--- src/rtl/xreg_pkg.sv ---
package xreg_pkg;

    typedef enum logic [2:0] {
        ST_IDLE,
        ST_RD_TGT,
        ST_RD_STS,
        ST_WRITE,
        ST_DONE
    } seq_state_e;

    typedef struct packed {
        seq_state_e state;
    } ctrl_regs_t;

endpackage

--- src/rtl/xreg_seq_ctrl.sv ---
module xreg_seq_ctrl
    import xreg_pkg::*;
(
    input  logic       clk,
    input  logic       rst_n,
    input  logic       req_valid,
    input  logic       bus_ready,
    output seq_state_e state,
    output logic       accept,
    output logic       beat,
    output logic       idle,
    output logic       done
);

    ctrl_regs_t r_q, r_d;
    logic       active;

    always_comb begin
        r_d    = r_q;
        active = (r_q.state == ST_RD_TGT) || (r_q.state == ST_RD_STS) ||
                 (r_q.state == ST_WRITE);
        accept = (r_q.state == ST_IDLE) && req_valid;
        beat   = active && bus_ready;
        unique case (r_q.state)
            ST_IDLE:   if (req_valid) r_d.state = ST_RD_TGT;
            ST_RD_TGT: if (bus_ready) r_d.state = ST_RD_STS;
            ST_RD_STS: if (bus_ready) r_d.state = ST_WRITE;
            ST_WRITE:  if (bus_ready) r_d.state = ST_DONE;
            ST_DONE:   r_d.state = ST_IDLE;
            default:   r_d.state = ST_IDLE;
        endcase
    end

    always_ff @(posedge clk or negedge rst_n) begin
        if (!rst_n) r_q <= '{state: ST_IDLE};
        else        r_q <= r_d;
    end

    assign state = r_q.state;
    assign idle  = (r_q.state == ST_IDLE);
    assign done  = (r_q.state == ST_DONE);

endmodule

--- src/rtl/xreg_operand_path.sv ---
module xreg_operand_path
    import xreg_pkg::*;
#(
    parameter int DATA_W = 8
) (
    input  logic              clk,
    input  logic              rst_n,
    input  seq_state_e        state,
    input  logic              accept,
    input  logic              beat,
    input  logic [DATA_W-1:0] req_data,
    input  logic [DATA_W-1:0] bus_rdata,
    output logic [DATA_W-1:0] final_value,
    output logic [DATA_W-1:0] written_value
);

    typedef struct packed {
        logic [DATA_W-1:0] wanted;
        logic [DATA_W-1:0] tgt_rd;
        logic [DATA_W-1:0] mix;
        logic [DATA_W-1:0] shown;
    } op_regs_t;

    op_regs_t r_q, r_d;

    always_comb begin
        r_d = r_q;
        if (accept)
            r_d.wanted = req_data;
        if (beat && state == ST_RD_TGT)
            r_d.tgt_rd = bus_rdata;
        if (beat && state == ST_RD_STS)
            r_d.mix = r_q.tgt_rd ^ bus_rdata ^ r_q.wanted;
        if (beat && state == ST_WRITE)
            r_d.shown = r_q.mix;
    end

    always_ff @(posedge clk or negedge rst_n) begin
        if (!rst_n) r_q <= '0;
        else        r_q <= r_d;
    end

    assign final_value   = r_q.mix;
    assign written_value = r_q.shown;

endmodule

--- src/rtl/xreg_bus_drive.sv ---
module xreg_bus_drive
    import xreg_pkg::*;
#(
    parameter int              DATA_W   = 8,
    parameter int              ADDR_W   = 8,
    parameter logic [ADDR_W-1:0] TGT_ADDR = 'h74,
    parameter logic [ADDR_W-1:0] STS_ADDR = 'h75
) (
    input  seq_state_e        state,
    input  logic [DATA_W-1:0] final_value,
    output logic              bus_valid,
    output logic              bus_write,
    output logic [ADDR_W-1:0] bus_addr,
    output logic [DATA_W-1:0] bus_wdata
);

    always_comb begin
        bus_valid = 1'b0;
        bus_write = 1'b0;
        bus_addr  = TGT_ADDR;
        bus_wdata = '0;
        unique case (state)
            ST_RD_TGT: bus_valid = 1'b1;
            ST_RD_STS: begin
                bus_valid = 1'b1;
                bus_addr  = STS_ADDR;
            end
            ST_WRITE: begin
                bus_valid = 1'b1;
                bus_write = 1'b1;
                bus_wdata = final_value;
            end
            default: ;
        endcase
    end

endmodule

--- src/rtl/xreg_update_seq.sv ---
module xreg_update_seq
    import xreg_pkg::*;
#(
    parameter int              DATA_W   = 8,
    parameter int              ADDR_W   = 8,
    parameter logic [ADDR_W-1:0] TGT_ADDR = 'h74,
    parameter logic [ADDR_W-1:0] STS_ADDR = 'h75
) (
    input  logic              clk,
    input  logic              rst_n,
    input  logic              req_valid,
    input  logic [DATA_W-1:0] req_data,
    output logic              req_ready,
    output logic              bus_valid,
    output logic              bus_write,
    output logic [ADDR_W-1:0] bus_addr,
    output logic [DATA_W-1:0] bus_wdata,
    input  logic              bus_ready,
    input  logic [DATA_W-1:0] bus_rdata,
    output logic              done,
    output logic [DATA_W-1:0] written_value
);

    seq_state_e        state;
    logic              accept;
    logic              beat;
    logic [DATA_W-1:0] final_value;

    xreg_seq_ctrl u_ctrl (
        .clk       (clk),
        .rst_n     (rst_n),
        .req_valid (req_valid),
        .bus_ready (bus_ready),
        .state     (state),
        .accept    (accept),
        .beat      (beat),
        .idle      (req_ready),
        .done      (done)
    );

    xreg_operand_path #(.DATA_W(DATA_W)) u_ops (
        .clk           (clk),
        .rst_n         (rst_n),
        .state         (state),
        .accept        (accept),
        .beat          (beat),
        .req_data      (req_data),
        .bus_rdata     (bus_rdata),
        .final_value   (final_value),
        .written_value (written_value)
    );

    xreg_bus_drive #(
        .DATA_W   (DATA_W),
        .ADDR_W   (ADDR_W),
        .TGT_ADDR (TGT_ADDR),
        .STS_ADDR (STS_ADDR)
    ) u_bus (
        .state       (state),
        .final_value (final_value),
        .bus_valid   (bus_valid),
        .bus_write   (bus_write),
        .bus_addr    (bus_addr),
        .bus_wdata   (bus_wdata)
    );

endmodule

--- config.mk ---
export PLATFORM = sky130hd
export DESIGN_NAME = xreg_update_seq
export DESIGN_NICKNAME = d
export VERILOG_FILES = /design/src/rtl/xreg_pkg.sv /design/src/rtl/xreg_seq_ctrl.sv /design/src/rtl/xreg_operand_path.sv /design/src/rtl/xreg_bus_drive.sv /design/src/rtl/xreg_update_seq.sv
export SDC_FILE = /design/constraint.sdc
export NUM_CORES = 1
export LEC_CHECK = 0
export ABC_CLOCK_PERIOD_IN_PS = 3900
export BUFFER_PORTS_ARGS = -buffer_cell sky130_fd_sc_hd__clkbuf_2
export CORE_ASPECT_RATIO = 0.9
export CORE_MARGIN = 10
export CORE_UTILIZATION = 47
export DETAILED_ROUTE_END_ITERATION = 8
export HOLD_SLACK_MARGIN = 0.12
export PLACE_DENSITY = 0.83
export SLEW_MARGIN = 0
export SYNTH_ARGS = -nofsm -noshare
export SYNTH_HDL_FRONTEND = slang
export SYNTH_SLANG_ARGS = --single-unit
export TNS_END_PERCENT = 30
--- constraint.sdc ---
create_clock -name clk -period 3.9 [get_ports clk]
set_input_delay 0.195 -clock clk [delete_from_list [all_inputs] [get_ports clk]]
set_output_delay 0.195 -clock clk [all_outputs]
set_load 0.005 [all_outputs]
# Word level (Yosys, flattened, before mapping)
# Cells that the tools add are included.
# word_totals
latch_bits,0
n_memories,0
inputBits,20
word_cells,34
ram_bits,0
out_inout_bits,28
regBits,35
mem_bits_ro,0
# classes
shift,0
n_bitwise,2
order_cmp,0
multipliers,0
n_addsub,0
n_div,0
n_reduce_logical,10
mux,9
eq_ne,8
# ops
op,count
XOR 8 bit,2
two-way mux 3 bit,4
case mux 3 bit (4 select lines),1
two-way mux 8 bit,1
inequality test 2 bit (second input constant),4
equality test 3 x 2 -> 1 bit (second input constant),2
logical AND 1 bit,5
AND reduction 4 bit,1
equality test 3 x 1 -> 1 bit (second input constant),1
equality test 3 bit (second input constant),1
logical NOT 3 bit,1
two-way mux 1 bit,3
OR reduction 3 bit,1
logical OR 1 bit,2

# Logic depth before layout (Yosys ltp)
# Gate-level depths: netlist (run 1).
# logic_depth
ltp_word,5
ltp_mapped,4
mapped_depth_nobuf,2

# Hierarchy
# From an unflattened synthesis (run 1), not the netlist that was laid out.
# hier_totals
cells_unflattened,133
area_unflattened_um2,1969.4
# by_module_without_submodules
mod,area_per_inst_um2,seq_area_each_um2,cells_each,n_inst
xreg_operand_path,1599.0,800.8,94,1
xreg_bus_drive,198.9,0.0,23,1
xreg_seq_ctrl,171.4,75.1,16,1

# Worst setup path before layout (run 1)
# OpenSTA, ideal clock, no wires.
# synth_path
path_type,flip-flop to flip-flop
start,"reg u_ctrl.r_q, in the netlist u_ctrl.state[0]"
end,reg u_ops.r_q[24] in the netlist's numbering
path_stages_with_launch,4
arrival_ps,1345
synth_period_minus_slack_ps,1470
n_path_buf,1
setup_ps,125
setup_slack_ps,2430
required_ps,3775
path_cell_list,dfrtp_1 buf_6 nor4b_4 mux2_2
# synth_via
elab_chain_cells,2
# synth_lines
item,line_no,text
from (decl),xreg_seq_ctrl.sv:15,"ctrl_regs_t r_q, r_d;"
from (signal assigned),xreg_seq_ctrl.sv:35,if (!rst_n) r_q <= '{state: ST_IDLE};
from (signal assigned),xreg_seq_ctrl.sv:36,else r_q <= r_d;
logical NOT 3 bit,xreg_seq_ctrl.sv:22,accept = (r_q.state == ST_IDLE) && req_valid;
logical AND 1 bit,xreg_seq_ctrl.sv:22,
to (signal assigned),xreg_operand_path.sv:40,else r_q <= r_d;
to (decl),xreg_operand_path.sv:24,"op_regs_t r_q, r_d;"
# Every way passes these cells.
# A chain may end at the register's enable or synchronous reset.

# Final worst setup path (run 1)
# layout_path
start,"reg u_ctrl.r_q, in the netlist u_ctrl.state[0]"
end,reg u_ops.r_q[21] in the netlist's numbering
# layout_via
elab_chain_cells,5
word_cells_on_any_way,7
cone_classes,eq/ne (3); reduce/logical (4)
# layout_lines
item,line_no,text
equality test 3 x 1 -> 1 bit or equality test 3 x 2 -> 1 bit (tied branches),"xreg_seq_ctrl.sv:20, xreg_operand_path.sv:30",
logical OR 1 bit (2 in series),xreg_seq_ctrl.sv:20,active = (r_q.state == ST_RD_TGT) || (r_q.state == ST_RD_STS) ||
logical AND 1 bit,xreg_seq_ctrl.sv:23,beat = active && bus_ready;
logical AND 1 bit (*),xreg_operand_path.sv:30,if (beat && state == ST_RD_TGT)
# Mark *: on every way between the ends. The rest lies on a longest branch, timed or not.

==> results of run 1 <==
## path summary, 6_finish.rpt
kind	from	end
worst max-delay path	u_ctrl.state[0]$_DFFE_PN0P_	u_ops.r_q[21]$_DFFE_PN0P_
min in group asynchronous	rst_n	u_ops.written_value[4]$_DFFE_PN0P_
max in group asynchronous	rst_n	u_ops.final_value[1]$_DFFE_PN0P_
worst max register to register	u_ctrl.state[0]$_DFFE_PN0P_	u_ops.r_q[21]$_DFFE_PN0P_
worst min-delay path	req_data[4]	u_ops.r_q[28]$_DFFE_PN0P_
worst min register to register	u_ops.written_value[4]$_DFFE_PN0P_	u_ops.written_value[4]$_DFFE_PN0P_
## flip-flops by register name (all words and copies together), names as in the netlist
signal	count
u_ctrl.state	3
u_ops.final_value	8
u_ops.r_q	16
u_ops.written_value	8
## cell families after synthesis
logic type | count (synthesis) | synth area share
other cells | 2 | 0.00422
compound gates | 4 | 0.0155
mux | 33 | 0.209
flops | 35 | 0.492
xor+xnor | 8 | 0.107
buf+inv | 22 | 0.0864
simple gates | 19 | 0.0864
## metrics by stage
step / worst slack [ps] / std cells
final: 1950 / 202
after global routing: 1800 / 202
after CTS: 1970 / 202
after detailed placement: 1980 / 193
after global placement: 2070 / 193
after floorplan: 2430 / 128
## per-layer routing
layer	vias to the layer above	track usage	routed length (um)
met2	37	0.171	1620
met5	-	0	0
li1	469	-	-
met3	6	0.0609	301
met1	508	0.116	1490
met4	0	0.0345	43
## where the power goes
group          switching [W]  leakage [nW]  internal (W)
clock               0.000121        0.0515      0.000161
sequential          0.000152         0.419      0.000548
combinational       0.000202         0.533      0.000408
## Yosys cell counts, drive strengths merged
master / number
a21bo: 1
and2: 9
o21a: 1
and4bb: 1
nor4bb: 1
dfrtp: 35
inv: 1
conb: 2
nor2: 2
xor3: 8
a21oi: 2
and3b: 1
nor4b: 1
clkbuf: 1
nand4b: 1
mux2: 33
nor3b: 1
nand3b: 1
nor3: 1
buf: 20
## area by class of cell
cell class / count / share of cell area
flip-flops and latches: 35 / 0.433
clock buffers: 8 / 0.0495
well taps: 46 / 0.0284
inverters: 1 / 0.00186
multi-input cells: 71 / 0.383
repair buffers: 41 / 0.104
## repair_timing
item,CTS,global route
hold buffers,1,0
endpoints found under the hold margin,35,0
setup endpoints to repair,0,0
==> out/metrics.csv, run 1 <==
metric,value,unit
worst-case clock buffer depth,2,
path depth of the worst reg2reg path,2,
multi-input logic area,776,sq um
Root Driver,clkbuf_8,
syn avg cell area,14.5,sq um
Layout area overhead,13.6,%
FF/Latch Area,876,sq um
"Req. time, crit path",4070,ps
largest cells by area after synthesis,"dfrtp_1 (49%), mux2_2 (21%), xor3_1 (11%)",
kind of critical path,register to register,
# rows,21,
"slowest stage delay, CP",810,ps
Clock Pin Slew Worst Setup and Hold Paths,70,ps
Total GRT Usage,0.106,
Die Y,78.4,um
Crit path depth,2,
post-synthesis instance total,123,
fin util,0.550,
TNS Setup,0,ps
synth warn,0,
final period utilization,0.499,
FILL cells,305,
RD Place Congestion,0.758,
Startpoint Class,register,
Post-Place Cell Area,1910,sq um
Routed Antenna Nets,0,
Post-Route WL,3.45,mm
post-synth top area share,0.492,
post-CTS sizing,0,
critical-path cell list,nor4bb_2 -> mux2_2,
leakage,1.00,nW
worst hold path type,input pin to register,
Tmin final,1950,ps
Post-CTS Setup Bufs,0,
Via Count,1020,
Bufs and invs on worst path,0,
antenna violations before repair,0,
largest net degree at the start of global routing,36,
ANT cells,0,
Unique masters post-synth,22,
Worst path top cell family by delay,simple AND/OR/NAND/NOR gates,
slew margin rel.,0.386,
WHS,141,ps
Sink Count,35,
final setup vio count,0,
Vias/cell,5.05,
total gr overflow,0,
Max IR drop VDD,373,uV
CP max stage cell,nor4bb_2,
most frequent cells in the layout,"clkbuf_2 (40), dfrtp_1 (35), mux2_2 (33)",
H-tree Lvls,2,
Power Total,0.00159,W
Critical Path End Type,register,
fin area,2020,sq um
Port Buffer Count,40,
flop2flop setup slack,1950,ps
# nets final,175,
Final Hold Viols,0,
total die area,6650,sq um
Pre-antenna DRT Iters,6,
Clock Latency Late Sink,280,ps
Detail Placement HPWL,2.67,mm
Least-Margin Pin Slew,908,ps
CTS Buf Count,5,
Detailed Route Iter0 Violations,41,
share of cells above drive strength 1,0.545,
CTS tree,yes,
# DRC,0,
Hold Crit Depth,2,
sequential fraction of the synthesis area,0.492,
power per cell area,787,nW/um^2
first-pass GRT wire length,5.62,mm
Die X-Extent,84.9,um
Mapped Area,1780,sq um
maxcap violations,0,
synthesis-stage register bit count,35,
vias in the first global route,1138,
Worst Path Arrival,2110,ps
DR WL/cell,17.1,um
Starting Density,0.484,
Max Freq,514,MHz
RSZ-0062 raised after global routing,false,
skew final,4.92,ps
pins over their slew limit,0,
status,completed,
Top Ports,48,
"most common cell after layout, fill and taps aside",clkbuf_2,
leading area contributor after synthesis,dfrtp_1,
crit path max fanout,12,
Core Box Area,3680,sq um
(Power assumes the default switching activity.)
==> run 2: changes to the inputs <==
--- a/config.mk
+++ b/config.mk
@@ -5,14 +5,15 @@
 export SDC_FILE = /design/constraint.sdc
 export NUM_CORES = 1
 export LEC_CHECK = 0
-export ABC_CLOCK_PERIOD_IN_PS = 3900
+export ABC_AREA = 1
+export ABC_CLOCK_PERIOD_IN_PS = 1620
 export BUFFER_PORTS_ARGS = -buffer_cell sky130_fd_sc_hd__clkbuf_2
 export CORE_ASPECT_RATIO = 0.9
 export CORE_MARGIN = 10
 export CORE_UTILIZATION = 47
 export DETAILED_ROUTE_END_ITERATION = 8
 export HOLD_SLACK_MARGIN = 0.12
-export PLACE_DENSITY = 0.83
+export PLACE_DENSITY = 0.85
 export SLEW_MARGIN = 0
 export SYNTH_ARGS = -nofsm -noshare
 export SYNTH_HDL_FRONTEND = slang
==> constraint.sdc (replaced) <==
create_clock -name clk -period 1.62 [get_ports clk]
set_input_delay 0.081 -clock clk [delete_from_list [all_inputs] [get_ports clk]]
set_output_delay 0.081 -clock clk [all_outputs]
set_load 0.005 [all_outputs]
==> run 2 against run 1 <==
First-iteration DRC count is 41% higher. Final area is 13% higher. Critical path depth is 3 higher. Sequential share of layout area is 4.8 points lower. Sequential power is 130% higher. Cell count is 75% higher. Highest routed layer unchanged. Register-to-register slack worse by 1600 ps. Total power is 130% higher. Clock skew is 3.3 ps lower. Die area is 2.9% higher.
==> out/metrics.csv, run 2 <==
metric,value,unit,change
DR WL met3,343,um,+14%
largest net degree at the start of global routing,36,,unchanged
"Req. time, crit path",1540,ps,-2530 ps
Die X-Extent,86.1,um,+1.4%
TNS Setup,0,ps,unchanged
CTS Buf Count,5,,unchanged
status,completed,,
"top cells by count, synth","nand2_1 (88), inv_1 (38), nand3_1 (36)",,
Post-synth EDFFs,0,,unchanged
critical-path cell list,nand2_1 -> nor2_2 -> inv_1 -> nor2_1 -> clkbuf_2,,
Tmin final,1500,ps,
Die Y,79.5,um,+1.4%
Hold Path Sink,u_ops.r_q[25]$_DFFE_PN0P_,,
Final Hold Viols,0,,unchanged
Root Driver,clkbuf_8,,
Layout area overhead,23.2,%,
Via Count,1618,,+59%
Max Freq,667,MHz,
H-tree Lvls,2,,unchanged
kind of critical path,register to output port,,
leakage,1.30,nW,+29%
antenna violations before repair,0,,unchanged
first-pass GRT wire length,6.71,mm,+20%
Detailed Route Iter0 Violations,58,,+41%
# rows,21,,unchanged
"most common cell after layout, fill and taps aside",nand2_1,,
total die area,6840,sq um,+2.9%
Worst Path Arrival,1420,ps,-690 ps
Mapped Area,1850,sq um,+3.8%
maxcap violations,0,,unchanged
total gr overflow,0,,unchanged
skew final,1.57,ps,-3.35 ps
Total GRT Usage,0.121,,+0.0151
flop2flop setup slack,310,ps,-1640 ps
RD Place Congestion,0.862,,+14%
syn avg cell area,7.30,sq um,-50%
leading area contributor after synthesis,dfrtp_1,,
Post-Place Cell Area,2010,sq um,+4.9%
Largest Register,u_ops.r_q,,
share of cells above drive strength 1,0.182,,-0.362
most frequent cells in the layout,"nand2_1 (88), clkbuf_2 (40), inv_1 (38)",,
Hold Crit Depth,3,,+1
post-route setup slack,121,ps,-1830 ps
Clock Pin Slew Worst Setup and Hold Paths,70,ps,about the same
Post-CTS Setup Bufs,0,,unchanged
final period utilization,0.925,,
DR WL/cell,11.2,um,-34%
ANT cells,0,,unchanged
Startpoint Class,register,,
worst hold path type,input pin to register,,
final setup vio count,0,,unchanged
post-CTS sizing,0,,unchanged
post-synth top area share,0.474,,-0.0180
post-synthesis instance total,253,,+110%
Worst path top cell family by delay,flip-flops,,
"Primary FF master, synth",dfrtp_1,,
WHS,162,ps,+21.3 ps
synth warn,0,,unchanged
Max IR drop VDD,577,uV,+55%
Starting Density,0.492,,+0.00783
Pre-antenna DRT Iters,4,,-2
Routed Antenna Nets,0,,unchanged
largest cells by area after synthesis,"dfrtp_1 (47%), nand2_1 (18%), nand3_1 (9.7%)",,
Unique masters post-synth,18,,-18%
"FFs w/ async S/R, synth",1.00,,unchanged
worst-case clock buffer depth,2,,unchanged
crit path max fanout,8,,-4
met2 wire length,1.74,mm,+7.9%
CTS tree,yes,,
vias in the first global route,1588,,+40%
Post-Route WL,3.95,mm,+14%
# DRC,0,,unchanged
Post-Place Setup Slack,317,ps,-1660 ps
most numerous cell in the Yosys netlist,nand2_1,,
Vias/cell,4.58,,-9.2%
hold_sp,req_valid,,
Bufs and invs on worst path,2,,+2
sequential fraction of the synthesis area,0.474,,-0.0180
"slowest stage delay, CP",450,ps,-360 ps
Detail Placement HPWL,3.01,mm,+13%
synthesis-stage register bit count,35,,unchanged
RSZ-0062 raised after global routing,false,,
worst reg2reg path startpoint,u_ctrl.state[2]$_DFFE_PN0P_,,
hold_buf cts,17,,+16
path depth of the worst reg2reg path,5,,+3
fin area,2280,sq um,+13%
Top Ports,48,,unchanged
DR top layer,met4,,
# nets final,326,,+86%
Sink Count,35,,unchanged
Port Buffer Count,40,,unchanged
Clock Latency Late Sink,290,ps,about the same
Critical Path End Type,output port,,
Worst R2R End,u_ops.final_value[3]$_DFFE_PN0P_,,
power per cell area,1630,nW/um^2,+110%
met1 wire length,1.79,mm,+20%
Core Box Area,3760,sq um,+2.1%
pins over their slew limit,0,,unchanged
placed insts,328,,+70%
post-route insts no fill,353,,+75%
max reg flops,16,,unchanged
CP max stage cell,dfrtp_1,,
-- run 2: cell count changes in the layout (fill, tap and decap cells not counted), sizes merged, moves of 2 or more --
cell / change
o21ai: +17
dlygate4sd3: +16
and2: -9
nand2: +89
buf: +2
nand3: +37
nor2: +12
inv: +39
xor3: -8
mux2: -33
-- run 2: worst max path at each step --
stage / cells past startpoint / from / slack [ps] / to
6_report: 5 / u_ctrl.state[0]$_DFFE_PN0P_ / 120 / bus_wdata[0]
5_1_grt: 5 / u_ctrl.state[0]$_DFFE_PN0P_ / 30 / bus_wdata[0]
4_1_cts: 5 / u_ctrl.state[0]$_DFFE_PN0P_ / 120 / bus_wdata[7]
3_5_place_dp: 5 / u_ctrl.state[2]$_DFFE_PN0P_ / 320 / u_ops.final_value[3]$_DFFE_PN0P_
3_3_place_gp: 4 / u_ctrl.state[2]$_DFFE_PN0P_ / 380 / u_ops.r_q[23]$_DFFE_PN0P_
2_1_floorplan: 6 / u_ctrl.state[0]$_DFFE_PN0P_ / 440 / u_ops.r_q[24]$_DFFE_PN0P_
-- run 2: power breakdown --
part	switching (W)	internal, W	leakage (nW)	total [W]
sequential	0.000299	0.00128	0.437	0.00158
clock	0.000298	0.000388	0.0515	0.000685
combinational	0.000849	0.000592	0.810	0.00144
total	0.00145	0.00226	1.30	0.00371
-- run 2: tightest hold or removal path: cells and delay by family --
kind / cells / cell delay, ps
AND/OR/NAND/NOR: 2 / 170
buffers and inverters: 1 / 170
-- run 2: kinds of logic after synthesis --
logic type	count (synthesis)	share of synthesized area
compound gates	18	0.0487
buf+inv	58	0.153
flops	35	0.474
other cells	2	0.00406
simple gates	140	0.320
-- run 2: final cells by class --
type,count,area (sq um)
flip-flops and latches,35,876
fillers,352,1480
inverters,40,150
repair buffers,59,385
well taps,46,57.6
clock buffers,8,100
multi-input cells,165,708
-- run 2: metrics by stage --
step / util / total power [W]
finish: 0.606 / 0.00371
global route: 0.606 / 0.00408
CTS: 0.606 / 0.00376
detailed placement: 0.534 / 0.00302
global placement: 0.534 / 0.00296
floorplan: - / 0.00265
-- run 2: per-layer routing --
layer | vias up | track usage
met5 | - | 0
met4 | 0 | 0.0592
met3 | 8 | 0.0520
met2 | 45 | 0.191
met1 | 704 | 0.139
li1 | 861 | -
